### config.mk
export PLATFORM = sky130hd
export DESIGN_NAME = pg_sequencer
export DESIGN_NICKNAME = d
export VERILOG_FILES = /design/src/rtl/pg_seq_pkg.sv /design/src/rtl/pg_rail_hyst.sv /design/src/rtl/pg_delay_timer.sv /design/src/rtl/pg_sequencer.sv
export SDC_FILE = /design/constraint.sdc
export NUM_CORES = 1
export LEC_CHECK = 0
export BUFFER_PORTS_ARGS = -buffer_cell sky130_fd_sc_hd__buf_4
export CAP_MARGIN = 40
export CORE_ASPECT_RATIO = 1.25
export CORE_UTILIZATION = 39
export DETAILED_ROUTE_END_ITERATION = 10
export HOLD_SLACK_MARGIN = 0.03
export PLACE_DENSITY = 0.57
export SKIP_CTS_REPAIR_TIMING = 1
export SYNTH_ARGS = -nofsm -noshare
export SYNTH_HDL_FRONTEND = slang
export SYNTH_SLANG_ARGS = --single-unit
### constraint.sdc
create_clock -name clk -period 3.85 [get_ports clk]
set_clock_uncertainty 0.1 [all_clocks]
set_input_delay 0.5775 -clock clk [delete_from_list [all_inputs] [get_ports clk]]
set_output_delay 0.5775 -clock clk [all_outputs]
set_load 0.01 [all_outputs]
### src/rtl/pg_seq_pkg.sv
package pg_seq_pkg;

    typedef enum logic [1:0] {
        ST_IDLE = 2'd0,
        ST_WAIT = 2'd1,
        ST_GOOD = 2'd2
    } pg_state_t;

endpackage

### src/rtl/pg_rail_hyst.sv
// Rail qualification with hysteresis: qualify at or above HI, lose below LO.
module pg_rail_hyst #(
    parameter int RAIL_W  = 8,
    parameter int RAIL_HI = 180,
    parameter int RAIL_LO = 172
) (
    input  logic              clk,
    input  logic              rst_n,
    input  logic [RAIL_W-1:0] rail_code,
    output logic              rail_ok,
    output logic              rail_below
);
    localparam logic [RAIL_W-1:0] HI_C = RAIL_W'(RAIL_HI);
    localparam logic [RAIL_W-1:0] LO_C = RAIL_W'(RAIL_LO);

    logic qual_q;
    logic above_hi;

    always_comb begin
        above_hi   = (rail_code >= HI_C);
        rail_below = (rail_code < LO_C);
        rail_ok    = above_hi | (qual_q & ~rail_below);
    end

    always_ff @(posedge clk or negedge rst_n) begin
        if (!rst_n) qual_q <= 1'b0;
        else        qual_q <= rail_ok;
    end
endmodule

### src/rtl/pg_delay_timer.sv
// Tick counter with synchronous clear; done marks the last count value.
module pg_delay_timer #(
    parameter int DELAY_TICKS = 12_500_000
) (
    input  logic clk,
    input  logic rst_n,
    input  logic clr,
    input  logic en,
    output logic done
);
    localparam int CNT_W = (DELAY_TICKS > 1) ? $clog2(DELAY_TICKS) : 1;
    localparam logic [CNT_W-1:0] LAST = CNT_W'(DELAY_TICKS - 1);

    logic [CNT_W-1:0] cnt_q;

    always_ff @(posedge clk or negedge rst_n) begin
        if (!rst_n)      cnt_q <= '0;
        else if (clr)    cnt_q <= '0;
        else if (en)     cnt_q <= cnt_q + 1'b1;
    end

    assign done = (cnt_q == LAST);
endmodule

### src/rtl/pg_sequencer.sv
module pg_sequencer
    import pg_seq_pkg::*;
#(
    parameter int RAIL_W      = 8,
    parameter int RAIL_HI     = 180,
    parameter int RAIL_LO     = 172,
    parameter int DELAY_TICKS = 12_500_000
) (
    input  logic              clk,
    input  logic              rst_n,
    input  logic              vcc_ok,
    input  logic [RAIL_W-1:0] rail_code,
    input  logic              remote_off,
    input  logic              fault_latched,
    output logic              pwr_good
);
    pg_state_t state_q, state_d;
    logic      rail_ok, rail_below;
    logic      all_ok;
    logic      tmr_clr, tmr_en, tmr_done;

    pg_rail_hyst #(
        .RAIL_W (RAIL_W),
        .RAIL_HI(RAIL_HI),
        .RAIL_LO(RAIL_LO)
    ) u_rail (
        .clk       (clk),
        .rst_n     (rst_n),
        .rail_code (rail_code),
        .rail_ok   (rail_ok),
        .rail_below(rail_below)
    );

    pg_delay_timer #(
        .DELAY_TICKS(DELAY_TICKS)
    ) u_timer (
        .clk  (clk),
        .rst_n(rst_n),
        .clr  (tmr_clr),
        .en   (tmr_en),
        .done (tmr_done)
    );

    // Combined condition; any failing term drops power-good this cycle.
    assign all_ok = vcc_ok & ~remote_off & ~fault_latched & rail_ok & ~rail_below;

    // State register
    always_ff @(posedge clk or negedge rst_n) begin
        if (!rst_n) state_q <= ST_IDLE;
        else        state_q <= state_d;
    end

    // Next state
    always_comb begin
        state_d = state_q;
        unique case (state_q)
            ST_IDLE: if (all_ok) state_d = ST_WAIT;           // go_wait
            ST_WAIT: begin
                if (!all_ok)        state_d = ST_IDLE;         // abort
                else if (tmr_done)  state_d = ST_GOOD;         // expire
            end
            ST_GOOD: if (!all_ok) state_d = ST_IDLE;           // drop
            default: state_d = ST_IDLE;
        endcase
    end

    // Outputs and timer control
    always_comb begin
        tmr_clr  = 1'b1;
        tmr_en   = 1'b0;
        pwr_good = 1'b0;
        unique case (state_q)
            ST_IDLE: ;
            ST_WAIT: begin
                tmr_clr = ~all_ok;
                tmr_en  = all_ok & ~tmr_done;
            end
            ST_GOOD: pwr_good = all_ok;
            default: ;
        endcase
    end
endmodule

==> metrics.md <==
| Metric | Value |
|---|---|
| Status | complete, but fails checks |
| Violated checks | design-rule violations |
| Drt pass-1 iters | 7 |
| Slowest Stage Delay on Critical Path | 0.35 ns |
| Post-synth net total | 176 |
| Worst-Margin Slew | 0.848 ns |
| Clock network latency to the later pin of the worst-skew pair | between 0.2 and 0.3 ns |
| # clock sinks | 27 |
| Pleak | slightly below 0.6 nW |
| Total Routing Usage GR | 0.189 |
| TritonCTS buffer count | 3 |
| Syn-to-layout area delta | 10.5% |
| Fraction of the mapped netlist area in adder cells | 0.00833 |
| Pin count of the biggest net entering global routing | 28 |
| Met1 WL | 1570 um |
| Final Wtd Congestion | 0.773 |
| Hold_ws | 0.102 ns |
| Multiplexer area fraction after synthesis | 0.00666 |
| Hpwl dp | between 2000 and 2500 um |
| Clk buf depth | 2 |
| Vert. Die Dim | 71.4 um |
| Final setup fails | 0 |
| Total Routed Length | 3500 um |
| Commonest non-fill, non-tap cell in the layout | dfrtp_1 |
| Placed Area | 1620 um2 |
| Root buf cell | clkbuf_8 |
| Most used cell, CP | buf_4 |
| Arr. time, crit path | 1.49 ns |
| WL per Instance | roughly 16 um |
| Synth Register Bits | 27 |
| Pre-CTS setup slack | about 1.5 ns |
| Setup Total Neg Slack | 0 ns |
| Clock slew at reported path FFs | 0.09 ns |
| Initial DRC count | 37 |
| Vias per cell | 6.27 |
| Die Width | 57.5 um |
| Layout cell share with drive strength beyond 1 | 0.109 |
| Hold crit path type | input pin to async pin |
| DR WL met3 | 143 um |
| Post-synthesis sequential area ratio | 0.450 |
| Commonest non-fill, non-tap cells in the layout | 27 x dfrtp_1, 14 x a21oi_1, 14 x nor2_1, 13 x nand2_1 |
| Rel. slew slack | 0.433 |
| PD cells | 280 nW/um2 |
| GR Overflow Total | 0 |
| Final core utilization | 0.465 |
| Syn Area/Cell | between 9 and 10 um2 |
| Endpoints failing hold | 0 |
| Kind of cell adding the most delay to the critical path | compound AO/OA/AOI/OAI gates |
| CP cell instances | buf_4 -> a21oi_1 -> o211ai_1 -> nand2_1 -> nor2_1 -> buf_4 |
| Highest Signal Layer | met4 |
| Max-cap violation count | 0 |
| Die ar. | 4110 um2 |
| Initial core utilization | 0.421 |
| Final ANT Viol Nets | 0 |
| Slowest cell on crit path | o211ai_1 |
| Mapped Area | 1500 um2 |
| Number of synthesis warnings | 0 |
| Peak supply drop | 0.000143 V |
| Io pins | 14 |
| Slew Limit Fails | 0 |
| Crit Path Category | input pin to primary output |
| Largest family of logic cells by synthesized area | simple AND/OR/NAND/NOR gates |
| Netlist cell types | 36 |
| CTS tree | yes |
| Overall power | 465 uW |
| Final instance count without filler cells | 213 |
| Antenna fix cells | 0 |
| PortBufs | 11 |
| Crit Path Max Fanout | 5 |
| Worst setup EP type | primary output |
| Crit path launch type | input pin |
| Final Cell Area | about 1700 um2 |
| Post-Synth Simple-Gate Area | 0.331 |
| Fmax achieved | roughly 0.46 GHz |
| Fin crit period | 2.16 ns |
| First-pass GRT wire length | 6020 um |
| Vias in the first global route | 1314 |
| RSZ-0062 raised after global routing | false |
| Final period util | 0.562 |
| CP required | between 3 and 4 ns |
| Placed insts | between 200 and 250 |
| Gate count after technology mapping | 162 |
| Final WS setup | 1.69 ns |
| Post-synthesis compound-gate area fraction | 0.136 |
| Met2 wire length | 1710 um |
| H-tree depth | 1 |
| CP bufs+invs | 2 |
| Vias | 1336 |
| Synth Area in XOR/XNOR | 0.0466 |
| Site Rows | 24 |
| Initial antenna violation count | 0 |
| DRC | 3 |
| Layout Nets | ~190 |
| CORE AREA | 3570 um2 |
metal layers:
layer,vias up,global-route usage
met5,-,0
met2,39,0.301
met4,0,0.108
met3,7,0.0361
met1,649,0.238
li1,641,-
state kept, by name (all words and copies together), names as in the netlist:
| register | flops |
|---|---|
| state_q | 2 |
| u_rail.qual_q | 1 |
| u_timer.cnt_q | 24 |
synthesized netlist by cell type:
master	count	share of area
a211oi_1	3	0.015
a21oi_1	14	0.047
a31oi_1	2	0.0083
and2_1	3	0.012
and2_2	2	0.010
and3_1	1	0.0042
and3_2	1	0.0050
and4_1	4	0.023
and4_4	1	0.0075
buf_6	1	0.0075
clkbuf_1	2	0.0050
dfrtp_1	27	0.45
ha_1	1	0.0083
inv_1	4	0.010
mux2i_1	1	0.0067
nand2_1	13	0.032
nand2b_1	1	0.0042
nand3_1	11	0.037
nand3b_1	1	0.0050
nand4_1	9	0.037
nand4_4	1	0.014
nand4b_1	1	0.0058
nor2_1	14	0.035
nor2b_1	2	0.0083
nor3_1	4	0.013
nor4_1	5	0.021
nor4b_1	1	0.0058
nor4bb_1	1	0.0067
o211ai_1	2	0.010
o21ai_0	3	0.010
o31a_1	1	0.0058
o31ai_1	8	0.040
or3_1	3	0.012
or4_1	6	0.030
xnor2_1	6	0.035
xor2_1	2	0.012
cells by family after synthesis:
family,after synthesis
compound gates,33
buf+inv,7
flops,27
xor+xnor,8
mux,1
simple gates,85
fa+ha+maj,1
worst paths after layout:
path | slack (ns) | startpoint | cells past startpoint | endpoint
worst min-delay path | 0.10 | rst_n | 1 | state_q[0]
worst min register to register | 0.36 | state_q[1] | 1 | state_q[0]
max in group asynchronous | 3.29 | rst_n | 1 | u_timer.cnt_q[10]
worst max-delay path | 1.69 | rail_code[2] | 6 | pwr_good
min in group clk | 0.36 | state_q[1] | 1 | state_q[0]
worst max register to register | 1.72 | u_timer.cnt_q[0] | 5 | u_timer.cnt_q[3]
cell type report:
type,instances,area [um2]
Clock buffer,4,45.0
Timing Repair Buffer,11,82.6
Multi-Input combinational cell,128,793
Fill cell,346,1910
Sequential cell,27,676
Tap cell,39,48.8
Inverter,4,15.0
report_power, final:
| group | switching [mW] | internal [mW] | leakage, nW |
|---|---|---|---|
| Clock | 0.0883 | 0.0742 | 0.0228 |
| Sequential | 0.000311 | 0.284 | 0.376 |
| Combinational | 0.00950 | 0.00852 | 0.197 |
| Total | 0.0981 | 0.367 | 0.595 |
(Power assumes the default switching activity.)
